## src/rtl/uart_irq_pkg.sv

```systemverilog
package uart_irq_pkg;

    localparam int ID_W   = 8;
    localparam int CODE_W = 4;
    localparam int EN_W   = 4;

    typedef enum logic [CODE_W-1:0] {
        CODE_LINE  = 4'b0110,
        CODE_RXD   = 4'b0100,
        CODE_RTO   = 4'b1100,
        CODE_TXE   = 4'b0010,
        CODE_MDM   = 4'b0000,
        CODE_NONE  = 4'b0001
    } irq_code_e;

    // Enable bit order matches the bit positions software writes.
    typedef struct packed {
        logic modem;
        logic line;
        logic txe;
        logic rx;
    } irq_en_t;

    typedef struct packed {
        logic line_err;
        logic rx_ready;
        logic rx_tmo;
        logic txe;
        logic modem;
    } irq_src_t;

    function automatic irq_code_e pick_code(irq_src_t s, irq_en_t e);
        irq_code_e c;
        if (e.line && s.line_err)                     c = CODE_LINE;
        else if (e.rx && s.rx_ready)                  c = CODE_RXD;
        else if (e.rx && s.rx_tmo)                    c = CODE_RTO;
        else if (e.txe && s.txe)                      c = CODE_TXE;
        else if (e.modem && s.modem)                  c = CODE_MDM;
        else                                          c = CODE_NONE;
        return c;
    endfunction

    function automatic logic [ID_W-1:0] build_id(irq_code_e c, logic fifo);
        logic [ID_W-1:0] b;
        b = '0;
        b[CODE_W-1:0]    = c;
        b[ID_W-1:ID_W-2] = {2{fifo}};
        return b;
    endfunction

endpackage

```

## src/rtl/uart_irq_txe_flag.sv

```systemverilog
module uart_irq_txe_flag (
    input  logic clk,
    input  logic rst,
    input  logic empty_evt,
    input  logic hold_wr,
    input  logic id_rd,
    input  logic shown_txe,
    output logic pend
);
    always_ff @(posedge clk) begin
        if (rst)
            pend <= 1'b1;
        else if (empty_evt)
            pend <= 1'b1;
        else if (hold_wr || (id_rd && shown_txe))
            pend <= 1'b0;
    end
endmodule

```

## src/rtl/uart_irq_prio_enc.sv

```systemverilog
module uart_irq_prio_enc
    import uart_irq_pkg::*;
(
    input  irq_src_t         src,
    input  irq_en_t          en,
    input  logic             fifo,
    output logic [ID_W-1:0]  id_next,
    output logic             any
);
    irq_code_e code;

    always_comb begin
        code    = pick_code(src, en);
        id_next = build_id(code, fifo);
        any     = (en.line  && src.line_err)
                | (en.rx    && (src.rx_ready || src.rx_tmo))
                | (en.txe   && src.txe)
                | (en.modem && src.modem);
    end
endmodule

```

## src/rtl/uart_irq_pin_gate.sv

```systemverilog
module uart_irq_pin_gate (
    input  logic irq_lvl,
    input  logic out2_ctl,
    output logic irq_out,
    output logic irq_oe,
    output logic op2_n
);
    always_comb begin
        irq_oe  = out2_ctl;
        irq_out = out2_ctl & irq_lvl;
        op2_n   = ~out2_ctl;
    end
endmodule

```

## src/rtl/uart_irq_ident.sv

```systemverilog
module uart_irq_ident
    import uart_irq_pkg::*;
(
    input  logic             clk,
    input  logic             rst,
    input  logic [EN_W-1:0]  int_en,
    input  logic             line_err,
    input  logic             rx_ready,
    input  logic             rx_timeout,
    input  logic             tx_empty_evt,
    input  logic             modem_chg,
    input  logic             fifo_on,
    input  logic             out2_ctl,
    input  logic             id_rd,
    input  logic             hold_wr,
    output logic [ID_W-1:0]  id_byte,
    output logic             irq_out,
    output logic             irq_oe,
    output logic             op2_n
);
    logic            txe_pend;
    logic            shown_txe;
    irq_src_t        src;
    logic [ID_W-1:0] id_next;
    logic            any_next;
    logic [ID_W-1:0] id_q;
    logic            irq_q;

    assign shown_txe = (id_q[CODE_W-1:0] == CODE_TXE);

    uart_irq_txe_flag u_txe (
        .clk       (clk),
        .rst       (rst),
        .empty_evt (tx_empty_evt),
        .hold_wr   (hold_wr),
        .id_rd     (id_rd),
        .shown_txe (shown_txe),
        .pend      (txe_pend)
    );

    always_comb begin
        src.line_err = line_err;
        src.rx_ready = rx_ready;
        src.rx_tmo   = rx_timeout;
        src.txe      = txe_pend;
        src.modem    = modem_chg;
    end

    uart_irq_prio_enc u_enc (
        .src     (src),
        .en      (irq_en_t'(int_en)),
        .fifo    (fifo_on),
        .id_next (id_next),
        .any     (any_next)
    );

    always_ff @(posedge clk) begin
        if (rst) begin
            id_q  <= build_id(CODE_NONE, 1'b0);
            irq_q <= 1'b0;
        end else begin
            id_q  <= id_next;
            irq_q <= any_next;
        end
    end

    assign id_byte = id_q;

    uart_irq_pin_gate u_gate (
        .irq_lvl  (irq_q),
        .out2_ctl (out2_ctl),
        .irq_out  (irq_out),
        .irq_oe   (irq_oe),
        .op2_n    (op2_n)
    );
endmodule

```

## config.mk

```make
export PLATFORM = sky130hd
export DESIGN_NAME = uart_irq_ident
export DESIGN_NICKNAME = d
export VERILOG_FILES = /design/src/rtl/uart_irq_pkg.sv /design/src/rtl/uart_irq_txe_flag.sv /design/src/rtl/uart_irq_prio_enc.sv /design/src/rtl/uart_irq_pin_gate.sv /design/src/rtl/uart_irq_ident.sv
export SDC_FILE = /design/constraint.sdc
export NUM_CORES = 1
export LEC_CHECK = 0
export ABC_AREA = 1
export BUFFER_PORTS_ARGS = -buffer_cell sky130_fd_sc_hd__buf_2
export CELL_PAD_IN_SITES_DETAIL_PLACEMENT = 0
export CELL_PAD_IN_SITES_GLOBAL_PLACEMENT = 1
export CORE_MARGIN = 1
export CORE_UTILIZATION = 20
export CTS_BUF_LIST = sky130_fd_sc_hd__clkbuf_16
export DETAILED_ROUTE_END_ITERATION = 10
export PLACE_DENSITY_LB_ADDON = 0.1
export SKIP_LAST_GASP = 1
export SLEW_MARGIN = 20
export SYNTH_ARGS = -nofsm -noshare
export SYNTH_HDL_FRONTEND = slang
export SYNTH_SLANG_ARGS = --single-unit
```

## constraint.sdc

```tcl
create_clock -name clk -period 0.8 [get_ports clk]
set_input_delay 0.08 -clock clk [delete_from_list [all_inputs] [get_ports clk]]
set_output_delay 0.08 -clock clk [all_outputs]
set_load 0.02 [all_outputs]
```

==> metrics.txt, run 1 <==
clk slew on worst S/H paths 0.04 ns; setup ws final -0.0107 ns; outcome finished with violations; multi-input logic area 119 um^2; die area 1730 um^2; Skew-Pair Late Insertion Delay about 0.23 ns; # IOs 26; H-Tree Depth 1; wire length of the first global-routing pass approximately 1.0 mm; Max-Cap Viols 0; top-count cell post-synth nand2_1; synth unique cells 11; synthesized area 313 um^2; Initial Util 22.6%; Final Hold Vio Count 0; largest area contributor in the netlist dfxtp_1; Worst Setup End Kind output port; Detailed Routing Iterations Pass 1 1; Synth-to-Final Area Change 71.6%; GRT Total Usage 8.53%; failing checks setup timing; CP Launch Type register; P_leak 0.312 nW; gp weighted congestion 0.660; top post-synthesis cells by count 9 x nand2_1, 7 x dfxtp_1, 7 x inv_1; total power after layout 1.42 mW; Max Clock Skew 0.00199 ns; Iteration-0 DRC Markers 0; sequential-to-total area share from yosys stat 44.8%; Place WS 0.0538 ns; Vias between 300 and 400; vias in the first global route 254; share of post-route cells with drive strength above 1 58.8%; Yosys top cell area share between 40% and 50%; initial antenna violation count 0; cell area power density between 2000 and 3000 nW/um^2; r2r setup slk 0.09 ns; Final Routed Wirelength 644 um; Fill cells ~160; Top FF cell, synth dfxtp_1; Post-synth EDFFs 0; Yosys warnings 0; crit path DAT between 0.7 and 0.8 ns; max-slew violations 0; Post-Syn Area per Cell 7.11 um^2; Reg area 145 um^2; Vias/cell 3.81; WL/cell approximately 7.8 um; Tcrit/Tclk final 101%; Critical Path Fanout Max 1; total core area between 1000 and 1500 um^2; asr flop ratio synth 0%; worst path required time 0.72 ns; Root Buffer clkbuf_16; die width 41.5 um; Num CTS Buffers 3; pin count of the biggest net entering global routing 6; ANT cells 0; Synth Register Bits 7; Worst VDD drop slightly above 0.9 mV; Syn Inst Count 44; Setup violations, final 1; TritonCTS clock tree built; Detailed Place HPWL approximately 520 um; Util after Layout between 30% and 40%; WS Path Type reg -> out; RSZ-0062 raised after global routing yes; Hold WS 0.0342 ns; cts hold-fix bufs 0; Total Neg Setup Slack -0.0107 ns; DRC violations left 0; top cells by area, synth dfxtp_1 45%, nand2_1 11%, buf_4 9.6%, inv_1 8.4%, nor2_1 7.2%; Clock Sinks 7; fmax 1230 MHz; Row Count 13; Hold Crit Class in -> reg; ANT nets after route 0; Die Y 41.5 um; Overflow after GRT 0; port bufs 23; final net count 84; Clock Path Buffers 2; fin crit period 0.811 ns
-- worst paths after layout --
| check | endpoint | startpoint | cells after the start |
|---|---|---|---|
| worst max-delay path | irq_out | irq_q | 3 |
| worst min-delay path | u_txe.pend | tx_empty_evt | 3 |
| worst max register to register | id_byte[0] | u_txe.pend | 5 |
| worst min register to register | u_txe.pend | u_txe.pend | 4 |
-- layer usage --
layer	vias to the layer above	routed length, um	GRT usage [%]
met5	-	0	0
met4	0	16	11.6
met3	2	63	3.04
met2	20	304	11.3
met1	126	261	8.97
li1	168	-	-
-- placed cells by master, fill, tap and decap left out --
master,Yosys,final
buf_6,0,2
nand2_2,3,4
clkinv_2,0,1
inv_1,7,6
nand3_2,1,1
buf_4,4,5
inv_2,2,3
nand3_1,3,3
dfxtp_2,0,4
nand2_1,9,8
clkbuf_16,0,3
a21oi_2,0,1
conb_1,1,2
buf_2,0,16
dfxtp_1,7,3
nor2_1,6,6
-- kinds of logic after synthesis --
| group | Yosys count | share of synthesized area, % |
|---|---|---|
| flops | 7 | 44.8 |
| compound gates | 1 | 1.60 |
| other cells | 1 | 1.20 |
| simple gates | 22 | 32.0 |
| buf+inv | 13 | 20.4 |
-- area by class of cell --
class / instances / area share (%)
flip-flops and latches: 7 / 27.0
repair buffers: 23 / 26.1
clock buffers: 3 / 14.0
clock inverters: 1 / 0.932
multi-input cells: 25 / 22.1
inverters: 9 / 6.29
well taps: 15 / 3.50
-- what timing repair did --
item | in CTS | in global routing
buffers inserted | 0 | 0
endpoints found under the setup margin | 1 | 9
cloned | 0 | 0
gates resized for setup | 2 | 13
-- metrics by stage --
stage,instance area (um^2),instances
floorplan,318,45
global placement,422,79
detailed placement,422,79
CTS,508,83
global route,537,83
finish,537,83
-- where the power goes --
group	switching (mW)	total, mW	internal [mW]
Combinational	0.108	0.194	0.0855
Clock	0.183	0.837	0.655
Sequential	0.0123	0.391	0.379
Total	0.303	1.42	1.12
-- worst max-delay path, stage by stage, from the launching register on --
cell	delay, ns
dfxtp_2	0.31
nand2_2	0.05
inv_2	0.03
buf_6	0.11
-- flip-flops by register name (all words and copies together), names as in the netlist --
name and cells:
irq_q 1, u_txe.pend 1, id_byte 5
(Power assumes the default switching activity.)
==> run 2: changes to the inputs <==
- REMOVE_ABC_BUFFERS: unset -> 1
==> run 2 against run 1 <==
Against the previous run: the run still ends with setup timing left; clock power down 1%; first-iteration DRC count up 4; total power down 1.3%; via count up 0.63%; sequential power about the same.
==> metrics.txt, run 2 (synthesis gave the netlist of run 1 again) <==
failing checks setup timing; fin crit period 0.822 ns (+0.0118 ns); Hold Crit Class in -> reg; Overflow after GRT 0 (unchanged); Post CTS Setup Buffer Count 0 (unchanged); reg2reg start id_byte[1]; P_leak 0.314 nW (+0.46%); pin count of the biggest net entering global routing 5 (-1); Die Y 41.5 um (unchanged); die width 41.5 um (unchanged); RSZ-0062 raised after global routing yes; fmax 1220 MHz (-1.4%); vias in the first global route 279 (+9.8%); max-slew violations 0 (unchanged); WL/cell 8.28 um (+6.7%); Final Routed Wirelength 687 um (+6.7%); Max-Cap Viols 0 (unchanged); Detailed Routing Iterations Pass 1 2 (+1); Setup violations, final 1 (unchanged); Initial Util 22.6% (unchanged); Hold WS 0.0368 ns (+0.00260 ns); Worst Hold Path EP u_txe.pend; cts hold-fix bufs 0 (unchanged); share of post-route cells with drive strength above 1 52.9% (-5.9 points); crit path DAT 0.74 ns (about the same); Final Hold Vio Count 0 (unchanged); Vias/cell 3.83 (+0.63%); Row Count 13 (unchanged); # IOs 26 (unchanged); Fill cells 155 (-0.64%); CP Launch Type register; Total Neg Setup Slack -0.0225 ns (-0.0118 ns); gp weighted congestion 0.736 (+12%); H-Tree Depth 1 (unchanged); WS Path Type reg -> out; setup ws final -0.0225 ns (-0.0118 ns); worst r2r dst u_txe.pend; clk slew on worst S/H paths 0.04 ns (about the same); initial antenna violation count 0 (unchanged); cell area power density 2660 nW/um^2 (+0.38%); DRC violations left 0 (unchanged); Place WS 0.0696 ns (+0.0158 ns); Detailed Place HPWL 539 um (+2.7%); worst path required time 0.72 ns (about the same); ANT cells 0 (unchanged); Clock Sinks 7 (unchanged); Worst VDD drop 0.751 mV (-18%); TritonCTS clock tree built; Root Buffer clkbuf_16; port bufs 23 (unchanged); Num CTS Buffers 3 (unchanged); Tcrit/Tclk final 103% (+1.5 points); Skew-Pair Late Insertion Delay 0.23 ns (about the same); wire length of the first global-routing pass 1.17 mm (+13%); fin cells 83 (unchanged); hold path cells 3 (unchanged); outcome finished with violations; Critical Path Fanout Max 1 (unchanged); hold path start tx_empty_evt; r2r setup slk 0.08 ns (about the same); Worst Setup End Kind output port; Synth-to-Final Area Change 68.8%; Max Clock Skew 0.00167 ns (-0.000318 ns); GRT Total Usage 9.54% (+1.0 points); r2r worst-path depth 5 (unchanged); most common cell after layout, fill and taps aside buf_2; DP Cell Count 79 (unchanged); Clock Path Buffers 2 (unchanged); Largest register FFs 5 (unchanged); final net count 84 (unchanged); ANT nets after route 0 (unchanged); Iteration-0 DRC Markers 4 (+4); most frequent cells in the layout 17 x buf_2, 9 x nand2_1, 8 x inv_1; die area 1730 um^2 (unchanged); total core area 1380 um^2 (unchanged); total power after layout 1.40 mW (-1.3%); Vias 318 (+0.63%)
==> run 2: worst max-delay path, stage by stage, from the launching register on <==
cell and delay (ns):
dfxtp_2 0.31, nand2_1 0.04, inv_1 0.06, buf_6 0.11
==> run 2: how the worst max path moves through the flow <==
stage	from	to	slack (ns)	cells after the start
global route	irq_q	irq_out	-0.05	3
CTS	irq_q	irq_out	-0.03	3
finish	irq_q	irq_out	-0.02	3
floorplan	id_byte[1]	u_txe.pend	-0.01	5
global placement	u_txe.pend	id_byte[0]	0.05	5
detailed placement	u_txe.pend	id_byte[0]	0.07	5
==> run 2: final cells by class <==
class,instances,area (um^2),share of cell area (%)
sequential,7,144,27.3
clock buffer,3,75.1,14.2
tap,15,18.8,3.55
inverter,9,33.8,6.40
clock inverter,1,3.75,0.711
timing repair buffer,23,138,26.1
multi-input combinational,25,115,21.8
==> run 2: what timing repair did <==
| item | CTS | global route |
|---|---|---|
| pin swaps | 0 | 1 |
| resized for setup | 4 | 8 |
| endpoints found under the setup margin | 2 | 8 |
==> run 2: routing by layer <==
layer	global-route usage (%)	wire length, um	up-vias
li1	-	-	169
met1	10.6	294	128
met2	13.1	330	19
met3	3.91	49	2
met4	9.68	12	0
met5	0	0	-
==> run 2: stage by stage <==
step | utilization [%] | instance area [um^2]
floorplan | - | 287
global placement | 30.4 | 420
detailed placement | 30.4 | 420
CTS | 36.8 | 509
global route | 38.2 | 528
finish | 38.2 | 528
==> run 2: power by group <==
part	internal, mW	total (mW)	switching [mW]	leakage, nW
Combinational	0.0820	0.188	0.106	0.213
Clock	0.649	0.825	0.177	0.0423
Sequential	0.379	0.391	0.0126	0.0582
==> run 3: changes to the inputs <==
==> constraint.sdc (replaced) <==
create_clock -name clk -period 0.8 [get_ports clk]
set_input_delay 0.08 -clock clk [delete_from_list [all_inputs] [get_ports clk]]
set_output_delay 0.08 -clock clk [all_outputs]
set_load 0.01 [all_outputs]
==> run 3 against run 2 <==
Against the previous run: the flow still finishes with violations (setup timing); critical path type unchanged; wire length shrank 0.58%; sequential share of layout area grew 1.2 points; die area unchanged; hold slack barely moved; design area shrank 4.3%; total power down 3.2%; maximum frequency increased by 1.8%; largest power group unchanged; core utilization shrank 1.6 points.
==> metrics.txt, run 3 (synthesis gave the netlist of run 1 again) <==
wire length of the first global-routing pass 1.17 mm (unchanged); Die Y 41.5 um (unchanged); Worst VDD drop 0.711 mV (-5.3%); Fill cells 154 (-0.65%); outcome finished with violations; Place WS 0.0696 ns (unchanged); setup ws final -0.00822 ns (+0.0143 ns); most common cell after layout, fill and taps aside buf_2; DP Cell Count 79 (unchanged); Worst Setup End Kind output port; Max-Cap Viols 0 (unchanged); CP Launch Type register; crit path DAT 0.73 ns (about the same); total power after layout 1.36 mW (-3.2%); Hold Crit Class in -> reg; Final Hold Vio Count 0 (unchanged); Detailed Routing Iterations Pass 1 2 (unchanged); worst path required time 0.72 ns (about the same); hold path cells 3 (unchanged); Final Routed Wirelength 683 um (-0.58%); die width 41.5 um (unchanged); DRC violations left 0 (unchanged); Overflow after GRT 0 (unchanged); ANT nets after route 0 (unchanged); share of post-route cells with drive strength above 1 52.9% (unchanged); failing checks setup timing; WS Path Type reg -> out; total core area 1380 um^2 (unchanged); Vias/cell 3.78 (-1.3%); Total Neg Setup Slack -0.00822 ns (+0.0143 ns); Clock Sinks 7 (unchanged); r2r worst-path depth 5 (unchanged); fmax 1240 MHz (+1.8%); cts hold-fix bufs 0 (unchanged); Skew-Pair Late Insertion Delay 0.23 ns (about the same); TritonCTS clock tree built; fin cells 83 (unchanged); die area 1730 um^2 (unchanged); Tcrit/Tclk final 101% (-1.8 points); initial antenna violation count 0 (unchanged); final net count 84 (unchanged); Row Count 13 (unchanged); r2r setup slk 0.08 ns (about the same); # IOs 26 (unchanged); Num CTS Buffers 3 (unchanged); cell area power density 2690 nW/um^2 (+1.1%); port bufs 23 (unchanged); pin count of the biggest net entering global routing 5 (unchanged); most frequent cells in the layout 23 x buf_2, 9 x nand2_1, 8 x inv_1; fin crit period 0.808 ns (-0.0143 ns); max-slew violations 0 (unchanged); Vias 314 (-1.3%); P_leak 0.310 nW (-1.2%); Worst Hold Path EP u_txe.pend; Largest register FFs 5 (unchanged); Setup violations, final 1 (unchanged); hold path start tx_empty_evt; H-Tree Depth 1 (unchanged); vias in the first global route 279 (unchanged); worst r2r dst id_byte[0]; Root Buffer clkbuf_16; Max Clock Skew 0.00115 ns (-0.000524 ns); Initial Util 22.6% (unchanged); Clock Path Buffers 2 (unchanged); gp weighted congestion 0.736 (unchanged); Hold WS 0.0368 ns (-0.0000730 ns); RSZ-0062 raised after global routing yes; Iteration-0 DRC Markers 2 (-2); Post CTS Setup Buffer Count 0 (unchanged); Detailed Place HPWL 539 um (unchanged); Critical Path Fanout Max 1 (unchanged); WL/cell 8.23 um (-0.58%); reg2reg start u_txe.pend; clk slew on worst S/H paths 0.04 ns (about the same); GRT Total Usage 9.54% (unchanged); ANT cells 0 (unchanged); Synth-to-Final Area Change 61.6%
## run 3: final cells by class
| cell class | count | area (um^2) | area share, % |
|---|---|---|---|
| clock inverter | 1 | 3.75 | 0.743 |
| tap | 15 | 18.8 | 3.71 |
| sequential | 7 | 144 | 28.5 |
| timing repair buffer | 23 | 115 | 22.8 |
| clock buffer | 3 | 75.1 | 14.9 |
| inverter | 9 | 33.8 | 6.68 |
| multi-input combinational | 25 | 115 | 22.8 |
## run 3: per-stage QoR
step / utilization [%] / area [um^2]
floorplan: - / 287
global placement: 30.4 / 420
detailed placement: 30.4 / 420
CTS: 36.2 / 500
global route: 36.6 / 505
finish: 36.6 / 505
## run 3: worst max path at each step
| stage | startpoint | end | slack [ns] | cells after the start |
|---|---|---|---|---|
| 2_1_floorplan | id_byte[1] | u_txe.pend | 0.07 | 5 |
| 3_3_place_gp | u_txe.pend | id_byte[0] | 0.05 | 5 |
| 3_5_place_dp | u_txe.pend | id_byte[0] | 0.07 | 5 |
| 4_1_cts | irq_q | irq_out | -0.02 | 3 |
| 5_1_grt | irq_q | irq_out | -0.03 | 3 |
| 6_report | irq_q | irq_out | -0.008 | 3 |
## run 3: layer usage
| metal | vias up | share of wire [%] | GRT usage (%) |
|---|---|---|---|
| met5 | - | 0 | 0 |
| met3 | 2 | 7.3 | 3.91 |
| met2 | 19 | 48 | 13.1 |
| met1 | 124 | 42 | 10.6 |
| met4 | 0 | 1.8 | 9.68 |
| li1 | 169 | - | - |
## run 3: timing repair
action	in CTS	in global routing
setup endpoints to repair	1	3
pin swaps	0	1
gates cloned	0	0
endpoints found under the hold margin	0	0
resized for setup	1	3
## run 3: critical path, stage by stage, from the launching register on
cell     delay, ns
dfxtp_2       0.30
nand2_1       0.04
inv_1         0.03
buf_2         0.12
## run 3: power breakdown
part           leakage (nW)  switching (mW)  total (mW)  internal, mW
Sequential           0.0583          0.0110       0.390         0.379
Clock                0.0423           0.175       0.823         0.649
Combinational         0.210          0.0795       0.147        0.0672
